--- src/rtl/sad_pkg.sv ---
package sad_pkg;

  // Tick count since the last edge. An edge restarts it, and it stops at the limit.
  function automatic int unsigned gap_step(int unsigned gap, bit edge_seen, bit tick,
                                           int unsigned limit);
    if (edge_seen)                 return 0;
    if (tick && gap < limit)       return gap + 1;
    return gap;
  endfunction

  // Length of the current edge run. An expired gap breaks it.
  function automatic int unsigned run_step(int unsigned run, bit edge_seen, bit expired,
                                           int unsigned target);
    if (edge_seen) begin
      if (expired)                 return 1;
      if (run < target)            return run + 1;
      return target;
    end
    if (expired)                   return 0;
    return run;
  endfunction

endpackage

--- src/rtl/sad_sync_edge.sv ---
module sad_sync_edge #(
  parameter int STAGES = 2
) (
  input  logic clk,
  input  logic rst_n,
  input  logic async_in,
  output logic edge_pulse
);
  logic [STAGES-1:0] chain;
  logic              last_q;

  generate
    for (genvar i = 0; i < STAGES; i++) begin : g_stage
      if (i == 0) begin : g_first
        always_ff @(posedge clk or negedge rst_n)
          if (!rst_n) chain[0] <= 1'b0;
          else        chain[0] <= async_in;
      end else begin : g_next
        always_ff @(posedge clk or negedge rst_n)
          if (!rst_n) chain[i] <= 1'b0;
          else        chain[i] <= chain[i-1];
      end
    end
  endgenerate

  always_ff @(posedge clk or negedge rst_n)
    if (!rst_n) last_q <= 1'b0;
    else        last_q <= chain[STAGES-1];

  assign edge_pulse = chain[STAGES-1] ^ last_q;
endmodule

--- src/rtl/sad_gap_timer.sv ---
module sad_gap_timer #(
  parameter int LOSS_TICKS = 40,
  localparam int GAP_W = $clog2(LOSS_TICKS + 1)
) (
  input  logic             clk,
  input  logic             rst_n,
  input  logic             edge_pulse,
  input  logic             tick,
  output logic [GAP_W-1:0] gap_cnt,
  output logic             expired
);
  localparam logic [GAP_W-1:0] LIMIT = GAP_W'(LOSS_TICKS);

  // Reset to the expired value so that the first edge opens a fresh run.
  always_ff @(posedge clk or negedge rst_n)
    if (!rst_n) gap_cnt <= LIMIT;
    else        gap_cnt <= GAP_W'(sad_pkg::gap_step(32'(gap_cnt), edge_pulse, tick,
                                                    LOSS_TICKS));

  assign expired = (gap_cnt == LIMIT);
endmodule

--- src/rtl/sad_qualifier.sv ---
module sad_qualifier #(
  parameter int QUAL_EDGES = 16,
  localparam int RUN_W = $clog2(QUAL_EDGES + 1)
) (
  input  logic             clk,
  input  logic             rst_n,
  input  logic             edge_pulse,
  input  logic             expired,
  output logic [RUN_W-1:0] run_cnt,
  output logic             qual_hit,
  output logic             status
);
  logic [RUN_W-1:0] run_nxt;

  always_comb begin
    run_nxt  = RUN_W'(sad_pkg::run_step(32'(run_cnt), edge_pulse, expired, QUAL_EDGES));
    qual_hit = edge_pulse && !expired && (32'(run_nxt) >= QUAL_EDGES);
  end

  always_ff @(posedge clk or negedge rst_n)
    if (!rst_n) begin
      run_cnt <= '0;
      status  <= 1'b0;
    end else begin
      run_cnt <= run_nxt;
      if (expired)       status <= 1'b0;
      else if (qual_hit) status <= 1'b1;
    end
endmodule

--- src/rtl/sync_activity_det.sv ---
module sync_activity_det #(
  parameter int LOSS_TICKS  = 40,
  parameter int QUAL_EDGES  = 16,
  parameter int SYNC_STAGES = 2
) (
  input  logic clk,
  input  logic rst_n,
  input  logic hsync_in,
  input  logic ref_tick,
  output logic sync_ok
);
  localparam int GAP_W = $clog2(LOSS_TICKS + 1);
  localparam int RUN_W = $clog2(QUAL_EDGES + 1);

  logic             edge_w;
  logic             timeout_w;
  logic             qual_hit_w;
  logic [GAP_W-1:0] gap_w;
  logic [RUN_W-1:0] run_w;

  sad_sync_edge #(.STAGES(SYNC_STAGES)) u_edge (
    .clk(clk), .rst_n(rst_n), .async_in(hsync_in), .edge_pulse(edge_w)
  );

  sad_gap_timer #(.LOSS_TICKS(LOSS_TICKS)) u_timer (
    .clk(clk), .rst_n(rst_n), .edge_pulse(edge_w), .tick(ref_tick),
    .gap_cnt(gap_w), .expired(timeout_w)
  );

  sad_qualifier #(.QUAL_EDGES(QUAL_EDGES)) u_qual (
    .clk(clk), .rst_n(rst_n), .edge_pulse(edge_w), .expired(timeout_w),
    .run_cnt(run_w), .qual_hit(qual_hit_w), .status(sync_ok)
  );
endmodule

--- config.mk ---
export PLATFORM = sky130hd
export DESIGN_NAME = sync_activity_det
export DESIGN_NICKNAME = d
export VERILOG_FILES = /design/src/rtl/sad_pkg.sv /design/src/rtl/sad_sync_edge.sv /design/src/rtl/sad_gap_timer.sv /design/src/rtl/sad_qualifier.sv /design/src/rtl/sync_activity_det.sv
export SDC_FILE = /design/constraint.sdc
export NUM_CORES = 1
export LEC_CHECK = 0
export CAP_MARGIN = 20
export CORE_UTILIZATION = 45
export DETAILED_ROUTE_END_ITERATION = 16
export PLACE_DENSITY = 0.61
export SYNTH_ARGS = -nofsm -noshare
export SYNTH_HDL_FRONTEND = slang
export SYNTH_SLANG_ARGS = --single-unit
--- constraint.sdc ---
create_clock -name clk -period 3 [get_ports clk]
set_clock_uncertainty 0.05 [all_clocks]
set_input_delay 0.45 -clock clk [delete_from_list [all_inputs] [get_ports clk]]
set_output_delay 0.45 -clock clk [all_outputs]
set_load 0.02 [all_outputs]
==> results of run 1 <==
==> routing by layer <==
metal	global-route usage, %	routed length [um]	vias to the layer above
met5	0	0	-
met2	24.4	525	9
met3	3.91	55	4
met1	23.8	596	267
met4	11.6	35	0
li1	-	-	271
==> final cells by class <==
| type | count | area, um2 | share of cell area, % |
|---|---|---|---|
| Sequential cell | 15 | 378 | 47.8 |
| Multi-Input combinational cell | 49 | 313 | 39.6 |
| Timing Repair Buffer | 4 | 40.0 | 5.06 |
| Clock buffer | 4 | 26.3 | 3.32 |
| Tap cell | 15 | 18.8 | 2.37 |
| Inverter | 4 | 15.0 | 1.90 |
==> cell usage in the layout, fill, tap and decap left out <==
| cell type | count |
|---|---|
| nand4_1 | 1 |
| or2b_1 | 1 |
| mux2i_1 | 1 |
| o21ai_0 | 6 |
| or4_1 | 1 |
| clkbuf_4 | 3 |
| dfstp_2 | 2 |
| nand2_1 | 4 |
| and4_1 | 1 |
| dfrtp_1 | 13 |
| nor2_1 | 4 |
| o22ai_1 | 1 |
| a311oi_1 | 1 |
| o21a_1 | 1 |
| inv_1 | 4 |
| xor2_1 | 1 |
| a31o_2 | 1 |
| clkdlybuf4s50_1 | 4 |
| a41oi_1 | 1 |
| or4b_1 | 1 |
| o2bb2ai_1 | 1 |
| nand3_1 | 5 |
| a31oi_1 | 1 |
| clkbuf_1 | 1 |
| nand4b_1 | 1 |
| ha_1 | 3 |
| xnor2_1 | 1 |
| or3_1 | 1 |
| a21oi_1 | 9 |
| nand3b_1 | 1 |
==> stage by stage <==
| step | utilization, % | total power, mW | instances | instance area [um2] | hold slack, ps |
|---|---|---|---|---|---|
| global route | 57.2 | 0.563 | 91 | 791 | 331 |
| finish | 57.2 | 0.518 | 91 | 791 | 313 |
| floorplan | - | 0.367 | 68 | 706 | 104 |
| detailed placement | 55.3 | 0.410 | 87 | 764 | 293 |
| CTS | 57.2 | 0.526 | 91 | 791 | 317 |
| global placement | 55.3 | 0.409 | 87 | 764 | 291 |
==> power groups by stage <==
stage	clock, mW	combinational (mW)	sequential, mW
final	0.113	0.119	0.286
after global routing	0.132	0.137	0.294
after CTS	0.120	0.121	0.285
after detailed placement	0	0.121	0.290
after global placement	0	0.120	0.289
after floorplan	0	0.0813	0.286
==> synth_stat cells, drive strengths merged <==
library cell / number
o2bb2ai: 1
nand4: 1
or4b: 1
o22ai: 1
a31o: 1
a21oi: 9
nand2: 4
o21a: 1
o21ai: 6
ha: 3
dfrtp: 13
nand4b: 1
inv: 4
or3: 1
xor2: 1
xnor2: 1
nand3b: 1
nor2: 4
or4: 1
a311oi: 1
dfstp: 2
mux2i: 1
or2b: 1
nand3: 5
a41oi: 1
and4: 1
a31oi: 1
==> how the worst max path moves through the flow <==
stage	start	endpoint	slack, ps	depth (start not counted)
floorplan	u_edge.chain[1]	u_qual.run_cnt[2]	1690	3
finish	u_qual.status	sync_ok	1270	1
global placement	ref_tick	u_timer.gap_cnt[3]	1270	4
global route	u_qual.status	sync_ok	1220	1
detailed placement	ref_tick	u_timer.gap_cnt[3]	1250	4
CTS	u_qual.status	sync_ok	1260	1
==> kinds of logic (layout without fill, tap and decap cells) <==
| logic type | after synthesis | after routing |
|---|---|---|
| flip-flops | 15 | 15 |
| AO/OA/AOI/OAI | 22 | 22 |
| XOR/XNOR | 2 | 2 |
| multiplexers | 1 | 1 |
| buffers and inverters | 4 | 12 |
| adder cells (fa/ha/maj) | 3 | 3 |
| AND/OR/NAND/NOR | 21 | 21 |
==> sequential cells by signal, summed over array words and instances (netlist names) <==
signal,flops
u_qual.status,1
u_timer.gap_cnt,6
u_qual.run_cnt,5
u_edge.chain,2
u_edge.last_q,1
==> qor.csv, run 1 <==
stage;metric;value;unit
placement;pre-CTS WS;1250;ps
timing;setup TNS;0;ps
synth;count of cell types in the netlist;27;
die;num ports;5;
worst_setup_path;Reg-to-Reg End;u_qual.run_cnt[2];
synth;top cell type's share of synthesized area;46.1;%
layout;nets;84;
pwr;sw frac;31.4;%
worst_setup_path;critical path cell sequence;clkdlybuf4s50_1;
routing;drt first pass iters;4;
routing;post-route ant nets;0;
clock_tree;clk sinks;15;
timing;# setup viols final;0;
hold_path;Worst Hold Launch;u_edge.chain[0];
die;Cell Rows;13;
grt;Total GRT Usage;17.3;%
clock_tree;total CTS buffers;3;
clock_tree;CTS root buffer;clkbuf_4;
worst_setup_path;family with the most delay on the worst path;buffers and inverters;
timing;pin slew with the least headroom to its limit;665;ps
pwr;Pleak;0.328;nW
die;core area;0.00138;mm2
routing;DR iter-0 viols;13;
grt;vias in the first global route;488;
synth;area share of fa/ha/maj cells after synthesis;5.32;%
synth;post-synthesis simple-gate area fraction;16.7;%
timing;Final min period;1730;ps
synth;cell taking the most area after synthesis;dfrtp_1;
worst_setup_path;Crit Path Class;register to output port;
pwr;P_int;0.356;mW
grt;grt total ovfl;0;
pwr;clock power share;21.8;%
worst_setup_path;Crit Reg-Reg Startpoint;u_edge.chain[1];
die;die area;0.00173;mm2
layout;fraction of layout cells with a size suffix above 1;7.89;%
routing;Remaining DRCs;0;
pwr;worst vdd ir;278;uV
placement;port bufs;4;
synth;Mapped Area;706;um2
synth;Post-Syn Nets;75;
placement;RePlAce Congestion;0.817;
job;Max-cap violations;0;
placement;post-DP HPWL;845;um
hold_path;Hold WC Path Type;register to register;
worst_setup_path;slowest stage cell, crit path;clkdlybuf4s50_1;
hold_path;Worst Hold Depth;0;
worst_setup_path;crit start category;register;
clock_tree;CTS tree;yes;
synth;post-synthesis cell count;68;
clock_tree;Skew-Pair Late Insertion Delay;280;ps
clock_tree;Post CTS Setup Buffer Count;0;
clock_tree;Worst-path clk slew;80;ps
routing;Via Count;551;
clock_tree;CTS Buffer Depth;2;
timing;Final period util;57.6;%
grt;antenna violations before repair;0;
worst_setup_path;worst reg-to-reg path cell count;3;
die;Die Width;41.6;um
worst_setup_path;Max stage delay on crit path;600;ps
status;status;completed;
layout;fillcell total;127;
synth;Post-Synth XOR/XNOR Area;2.48;%
synth;post-synthesis mux area share;1.42;%
synth;sequential share of the synthesized area;53.5;%
pwr;Pwr Density;655;mW/mm2
worst_setup_path;setup slack, reg-to-reg;1560;ps
layout;area delta synth->final;12.1;%
timing;Slew Limit Fails;0;
synth;Compound-Gate Fraction of Synth Area;18.4;%
synth;Yosys warning total;0;
synth;largest family of logic cells by synthesized area;compound AO/OA/AOI/OAI gates;
clock_tree;CTS resizes;0;
timing;Max Freq;0.578;GHz
pwr;Reg power frac;55.2;%
timing;RSZ-0062 raised after global routing;no;
pwr;Switch Pwr;0.163;mW
timing;final number of hold-violating endpoints;0;
synth;synth top area cells;dfrtp_1 (46%), dfstp_2 (7.4%), a21oi_1 (6.4%), ha_1 (5.3%), o21ai_0 (4.3%);
timing;final worst-path setup slack;1270;ps
worst_setup_path;Critical Path Fanout Max;2;
worst_setup_path;CP endpoint kind;output port;
worst_setup_path;CP arrival;1230;ps
clock_tree;H-tree depth;1;
hold_path;hold path endpoint;u_edge.chain[1];
clock_tree;CTS Hold Bufs;0;
pwr;Logic pwr share;22.9;%
timing;normalized max-slew margin;55.5;%
die;Die Y;41.6;um
synth;#FFs+latches synth;15;
routing;drt via density;6.05;
worst_setup_path;Crit path required time;2500;ps
synth;Mean Syn Cell Area;10.4;um2
grt;first-pass GRT wire length;2.19;mm
routing;final WL;1.21;mm
grt;largest net degree at the start of global routing;16;
layout;diode count;0;
die;Initial Utilization;51.0;%
routing;post-DR wirelength/cell;13.3;um
worst_setup_path;worst path buffer plus inverter count;1;
(Power assumes the default switching activity.)
==> run 2, diff against run 1 <==
PLACE_DENSITY = 0.63   (was 0.61)
clock period = 1.4 ns   (was 3 ns; I/O delays follow)
==> qor.csv, run 2 (synthesis gave the netlist of run 1 again) <==
stage;metric;value;unit;change
status;status;completed;;
grt;Total GRT Usage;19.1;%;+1.8 points
job;Max-cap violations;0;;unchanged
placement;pre-CTS WS;-31.0;ps;-1280 ps
timing;Max Freq;0.734;GHz;
timing;Final min period;1360;ps;
layout;most frequent cells in the layout;dfrtp_1 (13), buf_4 (11), a21oi_1 (8);;
pwr;Pleak;0.386;nW;+18%
timing;normalized max-slew margin;75.5;%;+20 points
timing;pin slew with the least headroom to its limit;364;ps;-301 ps
pwr;P_int;0.823;mW;+130%
placement;placed cell area;847;um2;+11%
layout;fraction of layout cells with a size suffix above 1;21.8;%;+14 points
timing;final worst-path setup slack;37.7;ps;-1230 ps
worst_setup_path;Max stage delay on crit path;490;ps;-110 ps
routing;Remaining DRCs;0;;unchanged
pwr;clock power share;20.2;%;-1.6 points
timing;Slew Limit Fails;0;;unchanged
clock_tree;Worst-path clk slew;80;ps;about the same
timing;# setup viols final;0;;unchanged
routing;post-route ant nets;0;;unchanged
clock_tree;CTS Buffer Depth;2;;unchanged
clock_tree;CTS Hold Bufs;0;;unchanged
pwr;Reg power frac;49.2;%;-6.0 points
worst_setup_path;crit start category;register;;
layout;Most flops, register;u_timer.gap_cnt;;
clock_tree;Post CTS Setup Buffer Count;0;;unchanged
die;Cell Rows;13;;unchanged
placement;RePlAce Congestion;0.820;;+0.39%
routing;DR iter-0 viols;7;;-6
layout;most common cell after layout, fill and taps aside;dfrtp_1;;
routing;Via Count;587;;+6.5%
pwr;worst vdd ir;595;uV;+110%
die;Die Y;41.6;um;unchanged
pwr;Logic pwr share;30.6;%;+7.7 points
clock_tree;CTS root buffer;clkbuf_4;;
worst_setup_path;Critical Path Fanout Max;5;;+3
pwr;Pwr Density;1350;mW/mm2;+110%
grt;antenna violations before repair;0;;unchanged
worst_setup_path;CP endpoint kind;register;;
die;die area;0.00173;mm2;unchanged
layout;nets;95;;+13%
die;core area;0.00138;mm2;unchanged
placement;post-DP HPWL;1.01;mm;+19%
hold_path;Hold WC Path Type;input port to async pin;;
layout;cell area after layout;883;um2;+12%
clock_tree;CTS tree;yes;;
worst_setup_path;family with the most delay on the worst path;simple AND/OR/NAND/NOR gates;;
grt;largest net degree at the start of global routing;11;;-5
grt;grt total ovfl;0;;unchanged
die;Initial Utilization;51.0;%;unchanged
layout;biggest registers after layout;u_timer.gap_cnt (6), u_qual.run_cnt (5), u_edge.chain (2);;
routing;post-DR wirelength/cell;13.7;um;+2.5%
worst_setup_path;critical path cell sequence;xnor2_2 -> or4b_1 -> a21oi_1;;
grt;first-pass GRT wire length;2.47;mm;+13%
placement;port bufs;4;;unchanged
clock_tree;clk sinks;15;;unchanged
worst_setup_path;worst path buffer plus inverter count;0;;-1
timing;final number of hold-violating endpoints;0;;unchanged
routing;final WL;1.39;mm;+15%
clock_tree;Skew-Pair Late Insertion Delay;290;ps;about the same
worst_setup_path;Crit path required time;1570;ps;-930 ps
pwr;sw frac;31.0;%;-0.37 points
timing;RSZ-0062 raised after global routing;yes;;
routing;drt via density;5.75;;-5.0%
pwr;Switch Pwr;0.370;mW;+130%
routing;drt first pass iters;4;;unchanged
layout;area delta synth->final;25.2;%;
timing;Final period util;97.3;%;
layout;diode count;0;;unchanged
die;num ports;5;;unchanged
layout;max reg flops;6;;unchanged
worst_setup_path;Crit Path Class;register to register;;
clock_tree;total CTS buffers;3;;unchanged
grt;vias in the first global route;572;;+17%
die;Die Width;41.6;um;unchanged
pwr;Total Power;1.19;mW;+130%
worst_setup_path;CP arrival;1530;ps;+300 ps
worst_setup_path;slowest stage cell, crit path;or4b_1;;
clock_tree;H-tree depth;1;;unchanged
==> run 2: power groups by stage <==
stage	Sequential, mW	Clock [mW]	Combinational (mW)
after floorplan	0.612	0	0.174
after global placement	0.591	0	0.364
after detailed placement	0.596	0	0.365
after CTS	0.587	0.259	0.358
after global routing	0.601	0.267	0.409
final	0.587	0.241	0.365
==> run 2: final timing paths <==
path / cells past startpoint / slack, ps / to / from
setup / recovery: 3 / 40 / u_qual.run_cnt[2] / u_edge.last_q
hold / removal: 2 / 160 / u_timer.gap_cnt[4] / rst_n
setup reg to reg: 3 / 40 / u_qual.run_cnt[2] / u_edge.last_q
hold reg to reg: 0 / 320 / u_edge.chain[1] / u_edge.chain[0]
max in group asynchronous: 2 / 890 / u_timer.gap_cnt[3] / rst_n
min in group clk: 1 / 310 / u_edge.chain[0] / hsync_in
==> run 2: timing repair <==
item	in CTS	in global routing
endpoints found under the hold margin	0	0
endpoints found under the setup margin	1	2
pin swaps	0	0
gates resized for setup	1	2
==> run 2: area by class of cell <==
type / count / area, um2
fill: 116 / 499
sequential: 15 / 378
clock buffer: 4 / 26.3
inverter: 4 / 15.0
tap: 15 / 18.8
timing repair buffer: 15 / 121
multi-input combinational: 49 / 324
==> run 2: per-stage QoR <==
step	std cells	hold WS [ps]	setup TNS, ps	utilization (%)
4_1_cts	102	157	0	63.1
5_1_grt	102	199	-14.4	63.9
6_report	102	165	0	63.9
2_1_floorplan	68	-136	0	-
3_3_place_gp	98	299	0	61.3
3_5_place_dp	98	302	-31.0	61.3
==> run 2: metal layers <==
layer / GRT usage [%] / vias up / routed length [um]
li1: - / 287 / -
met5: 0 / - / 0
met4: 9.68 / 0 / 30
met1: 25.6 / 282 / 676
met2: 27.5 / 13 / 620
met3: 6.52 / 5 / 66
==> run 3, diff against run 2 <==
CORE_UTILIZATION = 49   (was 45)
PLACE_DENSITY = 0.68   (was 0.63)
clock period = 1.2 ns   (was 1.4 ns; I/O delays follow)
==> qor.csv, run 3 (synthesis gave the netlist of run 1 again) <==
stage;metric;value;unit;change
worst_setup_path;CP endpoint kind;register;;
job;Max-cap violations;0;;unchanged
grt;vias in the first global route;620;;+8.4%
layout;most common cell after layout, fill and taps aside;buf_4;;
worst_setup_path;CP arrival;1500;ps;-30 ps
clock_tree;clk sinks;15;;unchanged
worst_setup_path;critical path cell sequence;ha_2 -> nand4_1 -> or3_1 -> a21oi_2;;
worst_setup_path;Max stage delay on crit path;420;ps;-70 ps
worst_setup_path;family with the most delay on the worst path;simple AND/OR/NAND/NOR gates;;
die;Die Y;40.0;um;-4.0%
placement;pre-CTS WS;-208;ps;-177 ps
layout;area occupied by multi-input gates;388;um2;+20%
layout;biggest registers after layout;u_timer.gap_cnt (6), u_qual.run_cnt (5), u_edge.chain (2);;
die;Die Width;40.0;um;-4.0%
layout;fraction of layout cells with a size suffix above 1;47.0;%;+25 points
layout;area delta synth->final;48.8;%;
routing;post-DR wirelength/cell;14.4;um;+5.4%
die;Initial Utilization;53.6;%;+2.5 points
grt;grt total ovfl;0;;unchanged
routing;drt first pass iters;2;;-2
worst_setup_path;crit start category;register;;
timing;Final period util;111;%;+14 points
placement;placed cell count;101;;+3.1%
routing;DR iter-0 viols;3;;-4
clock_tree;total CTS buffers;3;;unchanged
routing;WL met2;894;um;+44%
worst_setup_path;worst reg-to-reg path cell count;4;;+1
die;die area;0.00160;mm2;-7.8%
status;status;finished, violations left;;
timing;Max Freq;0.749;GHz;+2.1%
grt;antenna violations before repair;0;;unchanged
status;failing checks;negative setup slack;;
routing;final WL;1.66;mm;+19%
timing;# setup viols final;9;;+9
pwr;Pwr Density;1530;mW/mm2;+13%
layout;Reg area;378;um2;unchanged
grt;Total GRT Usage;25.3;%;+6.1 points
clock_tree;Worst-path clk slew;90;ps;about the same
timing;Final min period;1330;ps;-27.4 ps
grt;largest net degree at the start of global routing;16;;+5
layout;nets;108;;+14%
routing;top layer in use;met4;;
hold_path;Hold WC Path Type;input port to async pin;;
placement;post-DP HPWL;972;um;-3.6%
routing;Remaining DRCs;0;;unchanged
timing;pin slew with the least headroom to its limit;261;ps;-103 ps
pwr;Total Power;1.60;mW;+34%
die;Cell Rows;13;;unchanged
worst_setup_path;Crit Path Class;register to register;;
layout;most frequent cells in the layout;buf_4 (22), dfrtp_1 (13), a21oi_2 (6);;
timing;Slew Limit Fails;0;;unchanged
timing;final number of hold-violating endpoints;0;;unchanged
layout;max reg flops;6;;unchanged
layout;post-layout util;79.7;%;+16 points
grt;first-pass GRT wire length;2.57;mm;+4.2%
worst_setup_path;worst path buffer plus inverter count;0;;unchanged
clock_tree;CTS Buffer Depth;2;;unchanged
pwr;Pleak;0.458;nW;+19%
worst_setup_path;Crit path required time;1360;ps;-210 ps
pwr;worst vdd ir;1070;uV;+80%
placement;port bufs;4;;unchanged
worst_setup_path;setup slack, reg-to-reg;-130;ps;-170 ps
clock_tree;CTS root buffer;clkbuf_4;;
timing;final worst-path setup slack;-135;ps;-173 ps
routing;drt via density;5.61;;-2.5%
placement;placed cell area;877;um2;+3.5%
timing;normalized max-slew margin;82.4;%;+6.9 points
layout;diode count;0;;unchanged
layout;Non-Filler Instances;115;;+13%
worst_setup_path;Crit Reg-Reg Startpoint;u_timer.gap_cnt[0];;
layout;fillcell total;84;;-28%
routing;post-route ant nets;0;;unchanged
placement;RePlAce Congestion;0.818;;-0.23%
routing;Met3 Routed Length;31;um;-53%
routing;Post-Route M1 WL;703;um;+4.0%
worst_setup_path;Critical Path Fanout Max;4;;-1
routing;Via Count;645;;+9.9%
layout;cell area after layout;0.00105;mm2;+19%
die;core area;0.00132;mm2;-4.7%
clock_tree;H-tree depth;1;;unchanged
worst_setup_path;Reg-to-Reg End;u_timer.gap_cnt[4];;
clock_tree;Skew-Pair Late Insertion Delay;280;ps;about the same
worst_setup_path;slowest stage cell, crit path;dfrtp_1;;
die;num ports;5;;unchanged
layout;Most flops, register;u_timer.gap_cnt;;
clock_tree;CTS tree;yes;;
timing;RSZ-0062 raised after global routing;yes;;
[run 3: cell types whose count changed in the layout (fill, tap and decap cells not counted), moves of 3 or more]
| cell | previous run | this run |
|---|---|---|
| o21ai_1 | 0 | 3 |
| ha_1 | 3 | 0 |
| a21oi_2 | 1 | 6 |
| a21oi_1 | 8 | 3 |
| o21ai_0 | 6 | 3 |
| buf_4 | 11 | 22 |
[run 3: report_power, final]
group	internal, mW	total [mW]	switching [mW]
logic	0.365	0.628	0.263
registers	0.603	0.687	0.0839
clock network	0.123	0.287	0.164
total	1.09	1.60	0.511
[run 3: metrics by stage]
stage | hold WS, ps | setup TNS, ps
floorplan | -166 | -138
global placement | 299 | -709
detailed placement | 298 | -871
CTS | 149 | -480
global route | 164 | -1110
finish | 152 | -559
[run 3: worst max-delay path by stage]
stage	slack, ps	startpoint	depth (start not counted)	to
2_1_floorplan	-90	u_edge.chain[1]	3	u_qual.run_cnt[2]
3_3_place_gp	-150	ref_tick	4	u_timer.gap_cnt[3]
3_5_place_dp	-210	ref_tick	4	u_timer.gap_cnt[4]
4_1_cts	-120	u_edge.last_q	3	u_qual.run_cnt[2]
5_1_grt	-200	u_timer.gap_cnt[0]	4	u_timer.gap_cnt[4]
6_report	-130	u_timer.gap_cnt[0]	4	u_timer.gap_cnt[4]
[run 3: worst reg2reg max path, cell delays in order (launching register included)]
cell	delay (ps)
dfrtp_1	420
ha_2	200
nand4_1	120
or3_1	350
a21oi_2	120
[run 3: layer usage]
layer / global-route usage (%) / vias to the layer above
li1: - / 315
met1: 28.0 / 319
met2: 46.0 / 7
met3: 3.89 / 4
met4: 12.9 / 0
met5: 0 / -
[run 3: layout make-up]
cell class	instances	area share (%)
repair buffers	28	21.2
flip-flops and latches	15	36.0
clock buffers	3	2.15
clock inverters	1	0.477
well taps	15	1.79
multi-input cells	49	36.9
inverters	4	1.43
[run 3: repair_timing]
action	CTS	global route
buffers inserted	10	1
pin swaps	6	4
setup endpoints to repair	9	13
resized for setup	15	9
hold buffers	0	0
